File: src/rtl/intdist_pkg.sv
package intdist_pkg;
    // Register byte offsets
    localparam logic [11:0] OFS_CTRL  = 12'h000;
    localparam logic [11:0] OFS_TYPE  = 12'h004;
    localparam logic [11:0] OFS_ENSET = 12'h100;
    localparam logic [11:0] OFS_ENCLR = 12'h180;
    localparam logic [11:0] OFS_PEND  = 12'h200;
    localparam logic [11:0] OFS_CFG   = 12'h300;
    localparam logic [11:0] OFS_TGT   = 12'h400;
    localparam logic [11:0] OFS_SGI   = 12'hF00;

    localparam int PRIV_IDS = 32;
    localparam int SGI_IDS  = 16;

    // Two-bit trigger code: bit1 = edge, bit0 = active-low / falling
    typedef enum logic [1:0] {
        TRIG_LVL_HI    = 2'b00,
        TRIG_LVL_LO    = 2'b01,
        TRIG_EDGE_RISE = 2'b10,
        TRIG_EDGE_FALL = 2'b11
    } trig_e;
endpackage

File: src/rtl/intdist_line.sv
// One interrupt source: trigger conversion and pending state.
// Assumes cfg_i is held steady while the input is active.
module intdist_line (
    input  logic       clk,
    input  logic       rst_n,
    input  logic       line_i,
    input  logic [1:0] cfg_i,
    input  logic       ack_i,
    input  logic       sw_set_i,
    output logic       pend_o
);
    logic act, act_q, edge_pend;

    assign act = line_i ^ cfg_i[0];

    // Sample the polarity-corrected input
    always_ff @(posedge clk) begin
        if (!rst_n) act_q <= 1'b0;
        else        act_q <= act;
    end

    // Latch edges and software raises; acknowledge retires them, a new edge wins
    always_ff @(posedge clk) begin
        if (!rst_n) edge_pend <= 1'b0;
        else        edge_pend <= (cfg_i[1] & ((edge_pend & ~ack_i) | (act & ~act_q))) | sw_set_i;
    end

    assign pend_o = cfg_i[1] ? edge_pend : act_q;

    // latched pending survives until acknowledged
    a_r7_edge_hold: assert property (@(posedge clk) disable iff (!rst_n)
        (cfg_i[1] && $past(rst_n) && $past(cfg_i[1]) && $past(pend_o) && !$past(ack_i)) |-> pend_o);

    // a software raise shows as pending on the next edge
    a_r8_sw_raise: assert property (@(posedge clk) disable iff (!rst_n)
        (cfg_i[1] && $past(rst_n) && $past(sw_set_i)) |-> pend_o);
endmodule

File: src/rtl/intdist_route.sv
// Forwarding gate: per CPU, pending AND enabled AND targeted AND global enable.
// Assumes the vectors are laid out CPU-major, NUM_IRQ bits per CPU.
module intdist_route #(
    parameter int NUM_IRQ = 64,
    parameter int NUM_CPU = 4
) (
    input  logic                       gate_i,
    input  logic [NUM_CPU*NUM_IRQ-1:0] pend_i,
    input  logic [NUM_CPU*NUM_IRQ-1:0] en_i,
    input  logic [NUM_CPU*NUM_IRQ-1:0] tgt_i,
    output logic [NUM_CPU*NUM_IRQ-1:0] fwd_o
);
    for (genvar c = 0; c < NUM_CPU; c++) begin : g_cpu
        // Combine the four conditions for CPU c
        assign fwd_o[c*NUM_IRQ +: NUM_IRQ] = {NUM_IRQ{gate_i}} & pend_i[c*NUM_IRQ +: NUM_IRQ]
                                           & en_i[c*NUM_IRQ +: NUM_IRQ] & tgt_i[c*NUM_IRQ +: NUM_IRQ];
    end
endmodule

File: src/rtl/intdist.sv
// Interrupt distributor top: register file, source array and routing.
// Assumes NUM_IRQ is a multiple of 32 (64..480), NUM_CPU a power of two <= 16,
// and bus_cpu always below NUM_CPU.
module intdist
    import intdist_pkg::*;
#(
    parameter int NUM_IRQ = 64,
    parameter int NUM_CPU = 4,
    localparam int ID_W  = $clog2(NUM_IRQ),
    localparam int CPU_W = (NUM_CPU > 1) ? $clog2(NUM_CPU) : 1
) (
    input  logic                       clk,
    input  logic                       rst_n,
    input  logic [CPU_W-1:0]           bus_cpu,
    input  logic                       bus_wr,
    input  logic                       bus_rd,
    input  logic [11:0]                bus_addr,
    input  logic [31:0]                bus_wdata,
    output logic [31:0]                bus_rdata,
    input  logic [16*NUM_CPU-1:0]      ppi_in,
    input  logic [NUM_IRQ-33:0]        spi_in,
    input  logic [NUM_CPU-1:0]         ack_valid,
    input  logic [NUM_CPU*ID_W-1:0]    ack_id,
    output logic [NUM_CPU*NUM_IRQ-1:0] irq_fwd
);
    localparam int NUM_WORDS = NUM_IRQ / 32;
    localparam int NUM_SPI   = NUM_IRQ - PRIV_IDS;

    logic                        ctrl_en;
    logic [31:0]                 en_priv [NUM_CPU];
    logic [NUM_SPI-1:0]          en_spi;
    logic [1:0]                  cfg_ppi [SGI_IDS];
    logic [1:0]                  cfg_spi [NUM_SPI];
    logic [NUM_CPU-1:0]          tgt_spi [NUM_SPI];
    logic [NUM_CPU-1:0][15:0]    sgi_pend, ppi_pend;
    logic [NUM_SPI-1:0]          spi_pend, spi_ack;
    logic [NUM_CPU*NUM_IRQ-1:0]  pend_all, en_all, tgt_all;
    logic [31:0]                 rd_word;
    logic                        sgi_hit;

    assign sgi_hit = bus_wr && (bus_addr == OFS_SGI);

    // Private sources, one bank per CPU
    for (genvar c = 0; c < NUM_CPU; c++) begin : g_bank
        for (genvar i = 0; i < SGI_IDS; i++) begin : g_id
            intdist_line u_sgi (
                .clk(clk), .rst_n(rst_n), .line_i(1'b0), .cfg_i(TRIG_EDGE_RISE),
                .ack_i(ack_valid[c] && ack_id[c*ID_W +: ID_W] == ID_W'(i)),
                .sw_set_i(sgi_hit && bus_wdata[8+c] && bus_wdata[3:0] == 4'(i)),
                .pend_o(sgi_pend[c][i]));
            intdist_line u_ppi (
                .clk(clk), .rst_n(rst_n), .line_i(ppi_in[c*16+i]), .cfg_i(cfg_ppi[i]),
                .ack_i(ack_valid[c] && ack_id[c*ID_W +: ID_W] == ID_W'(SGI_IDS+i)),
                .sw_set_i(1'b0), .pend_o(ppi_pend[c][i]));
        end
    end

    // Any CPU acknowledging a shared ID retires it
    always_comb begin
        spi_ack = '0;
        for (int s = 0; s < NUM_SPI; s++)
            for (int c = 0; c < NUM_CPU; c++)
                if (ack_valid[c] && ack_id[c*ID_W +: ID_W] == ID_W'(PRIV_IDS+s)) spi_ack[s] = 1'b1;
    end

    for (genvar s = 0; s < NUM_SPI; s++) begin : g_spi
        intdist_line u_spi (
            .clk(clk), .rst_n(rst_n), .line_i(spi_in[s]), .cfg_i(cfg_spi[s]),
            .ack_i(spi_ack[s]), .sw_set_i(1'b0), .pend_o(spi_pend[s]));
    end

    // Build the per-CPU pending, enable and target views
    always_comb begin
        for (int c = 0; c < NUM_CPU; c++) begin
            pend_all[c*NUM_IRQ +: NUM_IRQ] = {spi_pend, ppi_pend[c], sgi_pend[c]};
            en_all[c*NUM_IRQ +: NUM_IRQ]   = {en_spi, en_priv[c]};
            for (int n = 0; n < PRIV_IDS; n++) tgt_all[c*NUM_IRQ+n] = 1'b1;
            for (int s = 0; s < NUM_SPI; s++) tgt_all[c*NUM_IRQ+PRIV_IDS+s] = tgt_spi[s][c];
        end
    end

    intdist_route #(.NUM_IRQ(NUM_IRQ), .NUM_CPU(NUM_CPU)) u_route (
        .gate_i(ctrl_en), .pend_i(pend_all), .en_i(en_all), .tgt_i(tgt_all), .fwd_o(irq_fwd));

    // Register writes: control, enable set/clear, trigger and target fields
    always_ff @(posedge clk) begin
        if (!rst_n) begin
            ctrl_en <= 1'b0;
            en_spi  <= '0;
            for (int c = 0; c < NUM_CPU; c++) en_priv[c] <= '0;
            for (int i = 0; i < SGI_IDS; i++) cfg_ppi[i] <= TRIG_LVL_HI;
            for (int s = 0; s < NUM_SPI; s++) begin
                cfg_spi[s] <= TRIG_LVL_HI;
                tgt_spi[s] <= '0;
            end
        end else if (bus_wr) begin
            if (bus_addr == OFS_CTRL)  ctrl_en <= bus_wdata[0];
            if (bus_addr == OFS_ENSET) en_priv[bus_cpu] <= en_priv[bus_cpu] | bus_wdata;
            if (bus_addr == OFS_ENCLR) en_priv[bus_cpu] <= en_priv[bus_cpu] & ~bus_wdata;
            for (int w = 1; w < NUM_WORDS; w++) begin
                if (bus_addr == OFS_ENSET + 12'(4*w))
                    en_spi[(w-1)*32 +: 32] <= en_spi[(w-1)*32 +: 32] | bus_wdata;
                if (bus_addr == OFS_ENCLR + 12'(4*w))
                    en_spi[(w-1)*32 +: 32] <= en_spi[(w-1)*32 +: 32] & ~bus_wdata;
            end
            for (int i = 0; i < SGI_IDS; i++)
                if (bus_addr == OFS_CFG + 12'd4) cfg_ppi[i] <= bus_wdata[2*i +: 2];
            for (int s = 0; s < NUM_SPI; s++) begin
                if (bus_addr == OFS_CFG + 12'(4*((PRIV_IDS+s)/16)) && !bus_wdata[2*((PRIV_IDS+s)%16)])
                    cfg_spi[s] <= bus_wdata[2*((PRIV_IDS+s)%16) +: 2];
                if (bus_addr == OFS_TGT + 12'(((PRIV_IDS+s)*2) & ~3))
                    tgt_spi[s] <= bus_wdata[16*((PRIV_IDS+s)%2) +: NUM_CPU];
            end
        end
    end

    // Read multiplexer
    always_comb begin
        rd_word = '0;
        if (bus_addr == OFS_CTRL) rd_word[0] = ctrl_en;
        if (bus_addr == OFS_TYPE) rd_word[4:0] = 5'(NUM_WORDS-1);
        if (bus_addr == OFS_ENSET || bus_addr == OFS_ENCLR) rd_word = en_priv[bus_cpu];
        if (bus_addr == OFS_PEND) rd_word = {ppi_pend[bus_cpu], sgi_pend[bus_cpu]};
        for (int w = 1; w < NUM_WORDS; w++) begin
            if (bus_addr == OFS_ENSET + 12'(4*w) || bus_addr == OFS_ENCLR + 12'(4*w))
                rd_word = en_spi[(w-1)*32 +: 32];
            if (bus_addr == OFS_PEND + 12'(4*w)) rd_word = spi_pend[(w-1)*32 +: 32];
        end
        if (bus_addr == OFS_CFG) rd_word = {16{TRIG_EDGE_RISE}};
        for (int i = 0; i < SGI_IDS; i++)
            if (bus_addr == OFS_CFG + 12'd4) rd_word[2*i +: 2] = cfg_ppi[i];
        for (int s = 0; s < NUM_SPI; s++) begin
            if (bus_addr == OFS_CFG + 12'(4*((PRIV_IDS+s)/16)))
                rd_word[2*((PRIV_IDS+s)%16) +: 2] = cfg_spi[s];
            if (bus_addr == OFS_TGT + 12'(((PRIV_IDS+s)*2) & ~3))
                rd_word[16*((PRIV_IDS+s)%2) +: NUM_CPU] = tgt_spi[s];
        end
        for (int w = 0; w < PRIV_IDS/2; w++)
            if (bus_addr == OFS_TGT + 12'(4*w)) begin
                rd_word[int'(bus_cpu)]      = 1'b1;
                rd_word[16 + int'(bus_cpu)] = 1'b1;
            end
    end

    // Register the read data
    always_ff @(posedge clk) begin
        if (!rst_n)      bus_rdata <= '0;
        else if (bus_rd) bus_rdata <= rd_word;
    end

    // nothing is forwarded while the global enable is off
    a_r10_gate_off: assert property (@(posedge clk) disable iff (!rst_n)
        !ctrl_en |-> (irq_fwd == '0));

    // a private target read yields one identical CPU bit in each half
    a_r4_priv_tgt: assert property (@(posedge clk) disable iff (!rst_n)
        (bus_rd && bus_addr == OFS_TGT) |=>
        ($countones(bus_rdata) == 2 && bus_rdata[15:0] == bus_rdata[31:16]));

    for (genvar s = 0; s < NUM_SPI; s++) begin : g_chk
        // a shared enable only rises after a set write with that bit
        a_r1_set_only: assert property (@(posedge clk) disable iff (!rst_n)
            ($past(rst_n) && $rose(en_spi[s])) |->
            $past(bus_wr && bus_addr == OFS_ENSET + 12'(4*((PRIV_IDS+s)/32)) && bus_wdata[(PRIV_IDS+s)%32]));
        // a shared enable only falls after a clear write with that bit
        a_r1_clr_only: assert property (@(posedge clk) disable iff (!rst_n)
            ($past(rst_n) && $fell(en_spi[s])) |->
            $past(bus_wr && bus_addr == OFS_ENCLR + 12'(4*((PRIV_IDS+s)/32)) && bus_wdata[(PRIV_IDS+s)%32]));
        // shared sources never hold a low-level or falling-edge code
        a_r5_spi_modes: assert property (@(posedge clk) disable iff (!rst_n)
            cfg_spi[s][0] == 1'b0);
    end
endmodule

File: config.mk
export PLATFORM = sky130hd
export DESIGN_NAME = intdist
export DESIGN_NICKNAME = d
export VERILOG_FILES = /design/src/rtl/intdist_pkg.sv /design/src/rtl/intdist_line.sv /design/src/rtl/intdist_route.sv /design/src/rtl/intdist.sv
export SDC_FILE = /design/constraint.sdc
export NUM_CORES = 2
export LEC_CHECK = 0
export ABC_AREA = 1
export BUFFER_PORTS_ARGS = -buffer_cell sky130_fd_sc_hd__clkbuf_2
export CORE_ASPECT_RATIO = 0.8
export CORE_MARGIN = 3
export CORE_UTILIZATION = 50
export CTS_BUF_LIST = sky130_fd_sc_hd__clkbuf_8
export DETAILED_ROUTE_END_ITERATION = 12
export GPL_TIMING_DRIVEN = 0
export PLACE_DENSITY = 0.71
export SYNTH_ARGS = -nofsm -noshare
export SYNTH_HDL_FRONTEND = slang
export SYNTH_SLANG_ARGS = --single-unit
File: constraint.sdc
create_clock -name clk -period 6.8 [get_ports clk]
set_input_delay 1.7 -clock clk [delete_from_list [all_inputs] [get_ports clk]]
set_output_delay 1.7 -clock clk [all_outputs]
set_load 0.01 [all_outputs]
==> results.json <==
{
  "ctsHoldBuffers": 0,
  "tns_ns": 0,
  "rows": 84,
  "clock-sinks": 673,
  "ioPinCount": 462,
  "violations": "capacitance limit, slew limit",
  "h-tree-depth": 3,
  "antenna_found_initial": 13,
  "drc": 0,
  "clkPwrFrac": 0.387,
  "grt_pass1_wl_um": 252000,
  "rsz0062_at_grt": "false",
  "tritoncts": "built",
  "syn2layout_area_growth_pct": 17.3,
  "combPwrFrac": 0.123,
  "max_freq_mhz": 163,
  "fillers": 6277,
  "grt_max_degree": 25,
  "yosysTopAreaCellShare": 0.310,
  "maxCapViolCount": 9,
  "die_width_um": 298,
  "skew_ns": 0.0712,
  "min_delay_path_depth": 2,
  "timing.rr.end": "bus_rdata[16]",
  "dieArea_um2": 71300,
  "r2r_slack_ns": 1.78,
  "synth-edff-count": 352,
  "crit_chain": "clkbuf_2 -> inv_2 -> nand2_1 -> buf_2 -> buf_2 -> buf_1 -> clkbuf_1 -> o22ai_1 -> o21ai_0 -> o2111ai_1 -> o21ai_0 -> a21oi_1 -> o221ai_1 -> a21oi_1",
  "vias": 37600,
  "internal_power_mw": 6.56,
  "start_kind": "primary input",
  "synth_async_sr_flop_share": 0,
  "seq_area_frac_synth": 0.499,
  "port_buffers": 459,
  "viasPerCell": 6.25,
  "grt_pass1_vias": 33200,
  "grt_overflow_total": 0,
  "final_util": 0.601,
  "ir_worst_vdd_mv": 0.197,
  "postCtsSetupRepairBufs": 0,
  "worstHoldStart": "bus_rdata[24]",
  "ys_warn_count": 0,
  "insertion_delay_ns": 0.82,
  "dpl.cell_count": 5804,
  "ys_ff_latch": 673,
  "coreArea_um2": 66500,
  "post-route-period-util": 0.904,
  "final_area_um2": 40000,
  "post_drt_wl_per_cell_um": 31.5,
  "synth_cell_types": 46,
  "swShare": 0.301,
  "final-setup-viol-count": 0,
  "finalHoldViolations": 0,
  "r2r_cells": 30,
  "path_max_fanout": 10,
  "cts-root-buf": "clkbuf_8",
  "synth.largest_area_cell": "edfxtp_1",
  "die-height_um": 239,
  "fin_nets": 5182,
  "cp_slowest_cell": "clkbuf_1",
  "place_ws_ns": 0.463,
  "syn_area_per_cell_um2": 7.71,
  "min_period_ns": 6.15,
  "hpwlAfterDp_um": 150000,
  "synthTopCellsByArea": "edfxtp_1 (31%), dfxtp_1 (19%), nor2_1 (9.8%)",
  "path_class": "in2reg",
  "arrival_ns": 6.79,
  "hold_path_class": "reg2reg",
  "first_iter_violations": 7317,
  "post_cts_resized": 0,
  "drt_pass1_iterations": 12,
  "numCtsBuffers": 104,
  "slew_headroom": -0.119,
  "outcome": "finished with violations",
  "worst_pin_slew_ns": 1.66,
  "p_total_mw": 9.39,
  "min_to": "bus_rdata[24]",
  "start_util": 0.512,
  "drtAntennaViolNets": 0,
  "syn_area_um2": 34100,
  "netSwitchingPower_mw": 2.83,
  "synth_ff_type": "edfxtp_1",
  "netlist_instances": 4417,
  "drt-total-wl_um": 190000,
  "path_clk_slew_ns": 0.07,
  "fin_hold_ws_ns": 0.466,
  "dpl_cell_area_um2": 37800,
  "worst_slack_ns": 0.651,
  "ctsLongestPathBuffers": 3,
  "r2r-start": "cfg_ppi[0][1]",
  "end_kind": "flop",
  "critPathTopFamily": "buffers and inverters",
  "max_stage_delay_ns": 1.05,
  "slew_viol_final": 51,
  "sequentialPowerShare": 0.491,
  "p_per_area_nw_per_um2": 235,
  "p_leak_nw": 17.1,
  "gp_congestion": 1.11,
  "worst-endpoint-required_ns": 7.44,
  "layout.cells.non_filler": 6017,
  "layout-drive-gt1-share": 0.142,
  "grt_usage": 0.510,
  "path_buf_inv": 6
}
[sequential cells by signal, summed over array words and instances (netlist names), named ones only]
register and flops:
g_bank.g_id.u_ppi.edge_pend 64, en_priv 128, bus_rdata 32, g_spi.u_spi.act_q 32, g_spi.u_spi.edge_pend 32, cfg_spi 64
g_bank.g_id.u_ppi.act_q 64, tgt_spi 128, cfg_ppi 32, ctrl_en 1, g_bank.g_id.u_sgi.edge_pend 64
[synthesized netlist by cell type (2+ instances only)]
library cell and n:
a21oi_1 295, a221oi_1 26, a22oi_1 4, a31oi_1 35, a41oi_1 6, and3_1 63, buf_1 21, buf_2 13
buf_4 5, buf_6 3, clkbuf_1 169, clkinv_1 4, dfxtp_1 321, edfxtp_1 352, inv_1 516, inv_2 20
mux2_2 21, mux2i_1 28, nand2_1 876, nand2_2 7, nand3_1 83, nand3_2 2, nand3b_1 2, nand4_1 7
nor2_1 885, nor2_2 9, nor2_4 7, nor3_1 54, nor3_2 2, o2111ai_1 5, o211ai_1 23, o21a_1 18
o21ai_0 255, o21ai_1 10, o21ai_2 2, o21bai_1 2, o221ai_1 12, o22ai_1 112, o31ai_1 30, o32ai_1 6
or2_2 6, xnor2_1 96
[final cells by class]
class                           instances  area (um^2)  share of cell area
Antenna cell                           17         42.5             0.00106
Buffer                                211          850              0.0213
Clock buffer                          115         1580              0.0396
Clock inverter                         80          549              0.0137
Inverter                              540         2030              0.0507
Multi-Input combinational cell       3010        14300               0.359
Sequential cell                       673        17000               0.425
Tap cell                              903         1130              0.0283
Timing Repair Buffer                  468         2450              0.0613
[worst max-delay path by stage]
stage,depth (start not counted),end,start
after floorplan,8,en_priv[0][0],bus_addr[4]
after global placement,9,en_priv[0][8],bus_addr[11]
after detailed placement,14,bus_rdata[25],bus_cpu[1]
after CTS,14,bus_rdata[25],bus_cpu[1]
after global routing,14,bus_rdata[25],bus_cpu[1]
final,14,bus_rdata[25],bus_cpu[1]
[layer usage]
| metal | routed length, um | GRT usage | vias to the layer above | part of all wire |
|---|---|---|---|---|
| met3 | 38900 | 0.305 | 695 | 0.21 |
| met1 | 67200 | 0.653 | 17600 | 0.35 |
| li1 | - | - | 15700 | - |
| met2 | 72000 | 0.683 | 3671 | 0.38 |
| met5 | 45 | 0 | - | 0.00024 |
| met4 | 11500 | 0.232 | 6 | 0.061 |
[power by group through the flow]
stage               combinational, mW  clock, mW  sequential [mW]
floorplan                       0.537          0             4.64
global placement                 1.02          0             4.68
detailed placement               1.04          0             4.68
CTS                              1.05       3.56             4.60
global route                     1.16       3.73             4.62
finish                           1.15       3.63             4.61
[tightest hold or removal path: stages, from the launching register on]
cell     delay [ns]
dfxtp_1        0.31
nand2_1        0.06
a21oi_1        0.05
[layout by cell type, fill, tap and decap left out, types with 63 or more instances in the layout]
cell	n
clkbuf_8	115
xnor2_1	96
edfxtp_1	352
a21oi_1	295
nand3_1	83
inv_1	555
clkbuf_1	169
o22ai_1	112
dfxtp_1	321
and3_1	63
nand2_1	875
nor2_1	885
clkbuf_2	459
o21ai_0	249
[cell families (layout without fill, tap and decap cells)]
family | Yosys count | after routing | synth area share
AND/OR/NAND/NOR | 2004 | 2004 | 0.235
AO/OA/AOI/OAI | 843 | 843 | 0.141
buffers and inverters | 751 | 1414 | 0.0844
flip-flops | 673 | 673 | 0.499
XOR/XNOR | 96 | 96 | 0.0247
multiplexers | 49 | 49 | 0.0152
other | 1 | 35 | 0.000110
Note: power is estimated with default switching activity, not from simulation.
